===== config.mk =====
export PLATFORM = sky130hd
export DESIGN_NAME = pwm_cmp_aq
export DESIGN_NICKNAME = d
export VERILOG_FILES = /design/src/rtl/pwm_aq_pkg.sv /design/src/rtl/pwm_cmp_slot.sv /design/src/rtl/pwm_aq_lane.sv /design/src/rtl/pwm_cmp_aq.sv
export SDC_FILE = /design/constraint.sdc
export NUM_CORES = 1
export LEC_CHECK = 0
export ABC_AREA = 1
export BUFFER_PORTS_ARGS = -buffer_cell sky130_fd_sc_hd__buf_4
export CORE_MARGIN = 3
export CORE_UTILIZATION = 35
export DETAILED_ROUTE_END_ITERATION = 7
export GPL_TIMING_DRIVEN = 0
export HOLD_SLACK_MARGIN = 0.02
export MAX_ROUTING_LAYER = met4
export PLACE_DENSITY = 0.55
export REMOVE_ABC_BUFFERS = 1
export SYNTH_ARGS = -nofsm -noshare
export SYNTH_HDL_FRONTEND = slang
export SYNTH_SLANG_ARGS = --single-unit

===== constraint.sdc =====
create_clock -name clk -period 1.6 [get_ports clk]
set_input_delay 0.16 -clock clk [delete_from_list [all_inputs] [get_ports clk]]
set_output_delay 0.16 -clock clk [all_outputs]
set_load 0.02 [all_outputs]

===== src/rtl/pwm_aq_pkg.sv =====
package pwm_aq_pkg;

    localparam int NCH     = 2;
    localparam int DATA_W  = 16;
    localparam int ADDR_W  = 3;

    localparam logic [ADDR_W-1:0] A_CTL   = 3'd0;
    localparam logic [ADDR_W-1:0] A_CMP0  = 3'd1;
    localparam logic [ADDR_W-1:0] A_TBL0  = 3'd3;
    localparam logic [ADDR_W-1:0] A_FRC   = 3'd5;

    typedef enum logic [1:0] {
        ACT_NONE = 2'd0,
        ACT_LOW  = 2'd1,
        ACT_HIGH = 2'd2,
        ACT_TOG  = 2'd3
    } act_e;

    typedef enum logic [1:0] {
        LD_ZERO   = 2'd0,
        LD_PRD    = 2'd1,
        LD_EITHER = 2'd2,
        LD_FREEZE = 2'd3
    } ldpt_e;

    typedef enum logic [1:0] {
        FRC_OFF  = 2'd0,
        FRC_LOW  = 2'd1,
        FRC_HIGH = 2'd2,
        FRC_RSVD = 2'd3
    } frc_e;

    typedef struct packed {
        act_e on_cmpb;
        act_e on_cmpa;
        act_e on_zero;
    } act_tbl_t;

    function automatic logic act_apply(input logic cur, input act_e a);
        unique case (a)
            ACT_LOW:  return 1'b0;
            ACT_HIGH: return 1'b1;
            ACT_TOG:  return ~cur;
            default:  return cur;
        endcase
    endfunction

endpackage


===== src/rtl/pwm_cmp_slot.sv =====
module pwm_cmp_slot
    import pwm_aq_pkg::*;
#(
    parameter int CW = 16
) (
    input  logic          clk,
    input  logic          rst_n,
    input  logic          shadow_en,
    input  ldpt_e         ldpt,
    input  logic          tb_zero,
    input  logic          tb_prd,
    input  logic          tb_up,
    input  logic [CW-1:0] cnt,
    input  logic          wr_hit,
    input  logic [CW-1:0] wr_val,
    output logic          hit
);

    typedef struct packed {
        logic [CW-1:0] shadow;
        logic [CW-1:0] active;
    } slot_t;

    slot_t s_d, s_q;
    logic  load_pt;

    always_comb begin
        unique case (ldpt)
            LD_ZERO:   load_pt = tb_zero;
            LD_PRD:    load_pt = tb_prd;
            LD_EITHER: load_pt = tb_zero | tb_prd;
            default:   load_pt = 1'b0;
        endcase
        s_d = s_q;
        if (shadow_en && load_pt) begin
            s_d.active = s_q.shadow;
        end
        if (wr_hit) begin
            s_d.shadow = wr_val;
            if (!shadow_en) begin
                s_d.active = wr_val;
            end
        end
    end

    always_ff @(posedge clk or negedge rst_n) begin
        if (!rst_n) begin
            s_q <= '0;
        end else begin
            s_q <= s_d;
        end
    end

    assign hit = tb_up && (cnt == s_q.active);

    assert_immediate_write_R5: assert property (@(posedge clk) disable iff (!rst_n)
        (!shadow_en && wr_hit) |=> (s_q.active == $past(wr_val)));

    assert_freeze_holds_R6: assert property (@(posedge clk) disable iff (!rst_n)
        (shadow_en && ldpt == LD_FREEZE) |=> $stable(s_q.active));

endmodule


===== src/rtl/pwm_aq_lane.sv =====
module pwm_aq_lane
    import pwm_aq_pkg::*;
(
    input  logic       clk,
    input  logic       rst_n,
    input  act_tbl_t   tbl,
    input  logic       ev_zero,
    input  logic       ev_cmpa,
    input  logic       ev_cmpb,
    input  logic [1:0] frc,
    output logic       pin
);

    typedef struct packed {
        logic level;
    } lane_t;

    lane_t l_d, l_q;
    logic  forced;
    logic  frc_lvl;
    act_e  pick;

    always_comb begin
        forced  = (frc_e'(frc) == FRC_LOW) || (frc_e'(frc) == FRC_HIGH);
        frc_lvl = (frc_e'(frc) == FRC_HIGH);

        // lowest priority first, later assignments override
        pick = ACT_NONE;
        if (ev_zero && tbl.on_zero != ACT_NONE) pick = tbl.on_zero;
        if (ev_cmpa && tbl.on_cmpa != ACT_NONE) pick = tbl.on_cmpa;
        if (ev_cmpb && tbl.on_cmpb != ACT_NONE) pick = tbl.on_cmpb;

        l_d = l_q;
        if (forced) begin
            l_d.level = frc_lvl;
        end else begin
            l_d.level = act_apply(l_q.level, pick);
        end
    end

    always_ff @(posedge clk or negedge rst_n) begin
        if (!rst_n) begin
            l_q <= '0;
        end else begin
            l_q <= l_d;
        end
    end

    assign pin = forced ? frc_lvl : l_q.level;

    assert_release_keeps_R8: assert property (@(posedge clk) disable iff (!rst_n)
        ($past(forced) && !forced) |-> (pin == $past(pin)));

    assert_idle_hold_R2: assert property (@(posedge clk) disable iff (!rst_n)
        (!forced && !ev_zero && !ev_cmpa && !ev_cmpb) |=> (l_q.level == $past(l_q.level)));

    assert_cmp_beats_zero_R4: assert property (@(posedge clk) disable iff (!rst_n)
        (!forced && ev_cmpa && tbl.on_cmpa == ACT_LOW &&
         !(ev_cmpb && tbl.on_cmpb != ACT_NONE)) |=> !l_q.level);

endmodule


===== src/rtl/pwm_cmp_aq.sv =====
module pwm_cmp_aq
    import pwm_aq_pkg::*;
(
    input  logic              clk,
    input  logic              rst_n,
    input  logic [DATA_W-1:0] tb_cnt,
    input  logic              tb_up,
    input  logic              tb_zero,
    input  logic              tb_prd,
    input  logic              wr_en,
    input  logic [ADDR_W-1:0] wr_addr,
    input  logic [DATA_W-1:0] wr_data,
    output logic              out_a,
    output logic              out_b
);

    localparam int CTL_SH_BASE = 4;

    typedef struct packed {
        logic [CTL_SH_BASE+2*NCH-1:0] ctl;
        act_tbl_t [NCH-1:0]           tbl;
        logic [2*NCH-1:0]             frc;
    } regs_t;

    regs_t r_d, r_q;

    logic [NCH-1:0] cmp_hit;
    logic [NCH-1:0] pin;
    logic           unused_wr_bits;

    assign unused_wr_bits = ^{wr_data[DATA_W-1:10], wr_data[7:6], wr_data[3:2]};

    always_comb begin
        r_d = r_q;
        if (wr_en) begin
            if (wr_addr == A_CTL) begin
                r_d.ctl = wr_data[CTL_SH_BASE+2*NCH-1:0];
            end
            if (wr_addr == A_FRC) begin
                r_d.frc = wr_data[2*NCH-1:0];
            end
            for (int i = 0; i < NCH; i++) begin
                if (wr_addr == A_TBL0 + ADDR_W'(i)) begin
                    r_d.tbl[i].on_zero = act_e'(wr_data[1:0]);
                    r_d.tbl[i].on_cmpa = act_e'(wr_data[5:4]);
                    r_d.tbl[i].on_cmpb = act_e'(wr_data[9:8]);
                end
            end
        end
    end

    always_ff @(posedge clk or negedge rst_n) begin
        if (!rst_n) begin
            r_q <= '0;
        end else begin
            r_q <= r_d;
        end
    end

    for (genvar g = 0; g < NCH; g++) begin : g_slot
        pwm_cmp_slot #(.CW(DATA_W)) u_slot (
            .clk       (clk),
            .rst_n     (rst_n),
            .shadow_en (r_q.ctl[CTL_SH_BASE + 2*g]),
            .ldpt      (ldpt_e'(r_q.ctl[2*g +: 2])),
            .tb_zero   (tb_zero),
            .tb_prd    (tb_prd),
            .tb_up     (tb_up),
            .cnt       (tb_cnt),
            .wr_hit    (wr_en && wr_addr == A_CMP0 + ADDR_W'(g)),
            .wr_val    (wr_data),
            .hit       (cmp_hit[g])
        );
    end

    for (genvar g = 0; g < NCH; g++) begin : g_lane
        pwm_aq_lane u_lane (
            .clk     (clk),
            .rst_n   (rst_n),
            .tbl     (r_q.tbl[g]),
            .ev_zero (tb_zero),
            .ev_cmpa (cmp_hit[0]),
            .ev_cmpb (cmp_hit[1]),
            .frc     (r_q.frc[2*g +: 2]),
            .pin     (pin[g])
        );
    end

    assign out_a = pin[0];
    assign out_b = pin[1];

    assert_force_low_write_R7: assert property (@(posedge clk) disable iff (!rst_n)
        (wr_en && wr_addr == A_FRC && wr_data[1:0] == 2'd1) |=> !out_a);

    assert_no_cmp_down_R3: assert property (@(posedge clk) disable iff (!rst_n)
        (!tb_up && !tb_zero && r_q.frc == '0) |=> (out_a == $past(out_a) && out_b == $past(out_b)));

endmodule


# --- After elaboration in Yosys (flattened, before gate mapping) ---
# Cells that the tools add are included.
classes:
  n_eq_ne: 21
  muxes: 20
  bitwise: 3
  reduce_logical: 29
ops:
  columns: ["cell", "n"]
  rows:
  - ["2-to-1 mux 16 bit", 6]
  - ["equality test 16 bit", 2]
  - ["equality test 2 bit, second input constant", 8]
  - ["equality test 2 x 1 -> 1 bit, second input constant", 6]
  - ["logical AND 1 bit", 12]
  - ["2-to-1 mux 2 bit", 6]
  - ["one-hot mux 1 bit (3 select lines)", 4]
  - ["nonzero test 2 bit", 6]
  - ["AND reduction 2 bit", 4]
  - ["nonzero test 4 bit", 2]
  - ["equality test 3 x 2 -> 1 bit, second input constant", 2]
  - ["equality test 3 bit, second input constant", 2]
  - ["zero test 2 bit", 2]
  - ["2-to-1 mux 1 bit", 4]
  - ["equality test 3 x 1 -> 1 bit, second input constant", 1]
  - ["zero test 3 bit", 1]
  - ["logical OR 1 bit", 2]
  - ["inverter 1 bit", 2]
  - ["bitwise OR 1 bit", 1]
word_totals:
  ff_bits: 89
  in_bits: 41
  output_inout_bits: 2
  word_cells: 87

# --- Longest topological paths before layout ---
logic_depth:
  word_depth: 8
  ltp_mapped: 14
  ltp_nobuf: 14

# --- Modules after synthesis ---
# From an unflattened synthesis, not the netlist that was laid out.
unflattened:
  cells_unflattened: 661
  hier_area_um2: 4804.6
by_module_without_submodules:
  columns: ["module", "instances", "cells_per_inst", "area_each_um2", "seq_area_each_um2"]
  rows:
  - ["pwm_cmp_slot", 2, 255, 1804.2, 800.8]
  - ["pwm_cmp_aq", 1, 109, 963.4, 550.5]
  - ["pwm_aq_lane", 2, 21, 116.4, 25.0]

# --- Worst setup path before layout ---
# OpenSTA, ideal clock, no wires.
synth_timing:
  path_kind: "register to register"
  startpoint: "reg g_slot[1].u_slot.s_q[3] (netlist bit)"
  endpoint: "reg g_lane[0].u_lane.l_q"
  setup_ns: 0.124
  arrival_ns: 1.297
  t_required_ns: 1.476
  path_slack_ns: 0.179
  stages_incl_launch_ff: 12
  path_cell_list: "dfrtp_1 -> xor2_1 -> nor2_1 -> nand2_1 -> nor2_2 -> nand3_1 -> nor2_1 -> nand2_1 -> nand2_1 -> nor2_1 -> nand2_1 -> nand3_1"
synth_via:
  elab_chain_len: 7
  elab_cells_between_ends: 10
  classes_between: "eq/ne: 4; mux: 3; reduce/logical: 3"
synth_lines:
  columns: ["item", "line_no", "rtl"]
  rows:
  - ["start: declaration", "pwm_cmp_slot.sv:24", "slot_t s_d, s_q;"]
  - ["start signal: assignment", "pwm_cmp_slot.sv:48", "s_q <= '0;"]
  - ["start signal: assignment", "pwm_cmp_slot.sv:50", "s_q <= s_d;"]
  - ["equality test 16 bit (*)", "pwm_cmp_slot.sv:54", "assign hit = tb_up && (cnt == s_q.active);"]
  - ["logical AND 1 bit (*)", "pwm_cmp_slot.sv:54", null]
  - ["logical AND 1 bit (*)", "pwm_aq_lane.sv:31", "if (ev_cmpb && tbl.on_cmpb != ACT_NONE) pick = tbl.on_cmpb;"]
  - ["2-to-1 mux 2 bit (*)", "pwm_aq_lane.sv:31", null]
  - ["equality test 2 bit / equality test 2 x 1 -> 1 bit (equally long branches)", "pwm_aq_pkg.sv:40", "unique case (a)"]
  - ["one-hot mux 1 bit (3 select lines)", "pwm_aq_pkg.sv:40", null]
  - ["2-to-1 mux 1 bit", "pwm_aq_lane.sv:34", "if (forced) begin"]
  - ["end signal: assignment", "pwm_aq_lane.sv:45", "l_q <= l_d;"]
  - ["end: declaration", "pwm_aq_lane.sv:18", "lane_t l_d, l_q;"]
# Every way passes the cells marked *; elsewhere a longest branch is shown, timed or not.
# A chain may end at the register's enable or synchronous reset.

# --- Worst setup path after layout ---
layout_timing:
  startpoint: "reg g_slot[1].u_slot.s_q[0] (netlist bit)"
  endpoint: "reg g_lane[0].u_lane.l_q"
# Same word-level chain as after synthesis.

==> flow_metrics.tcl <==
set metrics [dict create \
    outcome "finished with violations" \
    violations "setup timing" \
    p_leak_uw 0.00276 \
    drc_errors 0 \
    synthAdderAreaFrac_pct 0.558 \
    yosys.area_share.simple_pct 24.1 \
    synth_cell_types 28 \
    dieHeight_um 119 \
    dp_hpwl_um 7860 \
    end_kind "flop" \
    cts_sinks 88 \
    gp_congestion 0.844 \
    layout-area-overhead-vs-synth_pct 22.5 \
    grt_usage_pct 17.7 \
    syn_avg_cell_area_um2 7.65 \
    relSlewSlack_pct 25.4 \
    vdd_drop_max_mv 0.557 \
    rsz0062_at_grt "true" \
    power_density_nw_per_um2 1440 \
    start_kind "flop" \
    fmax_mhz 595 \
    grt_max_degree 89 \
    ctsLongestPathBuffers 2 \
    numCtsBuffers 9 \
    n_antenna_cell 0 \
    drive_above_1_share_pct 19.0 \
    hold_path.class "in -> async" \
    min_period_over_period_pct 105 \
    synth_warnings 0 \
    critPathKind "reg -> reg" \
    final_cells 806 \
    tightest_slew_ps 1120 \
    first_global_vias 3875 \
    utilization_pct 44.8 \
    pin_count 43 \
    dieArea_um2 14200 \
    setup_viol_count_final 2 \
    period_minus_slack_ps 1680 \
    place_inst 776 \
    via_per_inst 4.94 \
    ant_nets 0 \
    synth_cells 586 \
    fin_skew_ps 7.02 \
    start_util_pct 36.6 \
    wire_per_inst_um 14.8 \
    cts_tree "done" \
    ys_seq_area_share_pct 49.1 \
    port-buffer-count 42 \
    synth_compound_area_share_pct 15.5 \
    path_max_fanout 2 \
    yosys.area.top_type_share_pct 49.1 \
    maxSlewViolCount 0 \
    firstDrtPassIters 6 \
    hold_viol 0 \
    core_area_um2 12300 \
    drtIter0Drc 316 \
    ys_ff_latch 88 \
    maxCapViolCount 0 \
    fin_ws_ps -82.1 \
    yosysTopAreaCell "dfrtp_1" \
    synthTopCellsByArea "dfrtp_1 (49%), nand2_1 (13%), o21ai_0 (10%)" \
    row_count 40 \
    overflow 0 \
    cts.clk_slew.worst_paths_ps 60 \
    layout.nets 676 \
    muxShareOfSynthArea_pct 0 \
    insertion_delay_ps 340 \
    required_ps 1870 \
    grt_first_pass_wirelength_um 19400 \
    syn_area_um2 4480 \
    grt_antenna_before_repair 0 \
    cts-htree-levels 3 \
    drt-total-wl_um 11900 \
    dr_total_vias 3981 \
    die_x_um 119 \
    cts_root_buffer "clkbuf_16" \
    synth_top_family_by_area "simple AND/OR/NAND/NOR gates" \
    synth_xor_area_share_pct 1.76 \
    cp.arrival_ps 1950 \
]
[cells by family after synthesis]
kind of cell               after synthesis
AOI/OAI and AO/OA                      128
xor gates and xnor gates                 9
adders and majority gates                2
buffers and inverters                   98
DFF                                     88
and+or+nand+nor                        261
[area by class of cell]
cell class,count,area [um^2]
Clock buffer,12,267
Inverter,78,300
Sequential cell,88,2200
Tap cell,168,210
Timing Repair Buffer,55,429
Fill cell,1262,6770
Multi-Input combinational cell,401,2030
Clock inverter,4,51.3
[through the flow]
stage / power (uW) / hold WS (ps) / setup WS [ps] / setup TNS, ps / cell area (um^2)
2_1_floorplan: 4760 / -136 / 46.3 / 0 / 4380
3_3_place_gp: 5370 / 435 / -729 / -18300 / 4900
3_5_place_dp: 5440 / 452 / -715 / -18790 / 4900
4_1_cts: 7780 / 98.3 / -36.2 / -69.1 / 5350
5_1_grt: 8500 / 134 / -175 / -337 / 5490
6_report: 7920 / 30.8 / -82.1 / -119 / 5490
[repair_timing]
action | 4_1_cts | 5_1_grt
resized for setup | 22 | 22
cloned | 0 | 1
hold buffers | 0 | 0
pin swaps | 11 | 28
setup buffers | 7 | 6
endpoints found under the hold margin | 0 | 0
endpoints found under the setup margin | 34 | 31
[critical path, stage by stage, from the launching register on]
cell     delay (ps)
dfrtp_1         390
xor2_1          160
nor2_2          150
nand2_2          80
nor2_4          170
buf_6           120
nand4_1         120
nand3_2         120
nand2_2          60
nor2_1          110
nand2_1          60
nand3_1          70
[placed cells by master, fill, tap and decap left out, types with 5 or more instances in the layout]
cell / Yosys / final
buf_4: 0 / 53
clkbuf_16: 0 / 9
dfrtp_1: 88 / 88
inv_1: 73 / 68
inv_2: 5 / 8
nand2_1: 161 / 151
nand2_2: 0 / 9
nand3_1: 9 / 8
nand4_1: 10 / 10
nor2_1: 62 / 56
nor2_2: 5 / 6
nor2_4: 0 / 5
o21ai_0: 90 / 86
o21ai_1: 2 / 6
o22ai_1: 31 / 31
xor2_1: 6 / 6
[per-layer routing]
layer,wire [um],vias to the layer above,track usage [%]
li1,-,1974,-
met1,5390,1886,23.6
met2,5650,106,27.0
met3,637,15,3.47
met4,231,0,6.59
met5,0,-,-
[registers in the layout, summed over array words and instances, names as in the netlist]
register / flops
r_q: 22
g_lane.u_lane.l_q: 2
g_slot.u_slot.s_q: 64
[power by group]
| part | switching [uW] | leakage [uW] | internal [uW] |
|---|---|---|---|
| Combinational | 1320 | 0.00153 | 1010 |
| Sequential | 498 | 0.00108 | 2890 |
| Clock | 866 | 0.000155 | 1340 |
| Total | 2690 | 0.00276 | 5230 |
[cell usage after synthesis (all sizes together)]
master  instances
nand4          10
a21oi           4
nor3            3
ha              2
nor2b           1
nand3          11
o21ai          92
or2             4
dfrtp          88
nand2         161
buf             6
clkbuf         14
inv            78
xnor2           3
nand3b          3
o22ai          32
nor3b           1
nor2           67
xor2            6
[final timing paths]
kind | start | endpoint | slack, ps | cells past startpoint
max in group asynchronous | rst_n | r_q[1] | 850 | 1
setup / recovery | g_slot[1].u_slot.s_q[0] | g_lane[0].u_lane.l_q | -80 | 11
hold / removal | rst_n | g_slot[0].u_slot.s_q[28] | 30 | 1
setup reg to reg | g_slot[1].u_slot.s_q[0] | g_lane[0].u_lane.l_q | -80 | 11
hold reg to reg | g_slot[1].u_slot.s_q[30] | g_slot[1].u_slot.s_q[30] | 480 | 2
min in group clk | wr_data[7] | g_slot[1].u_slot.s_q[23] | 130 | 3
(Power assumes the default switching activity.)
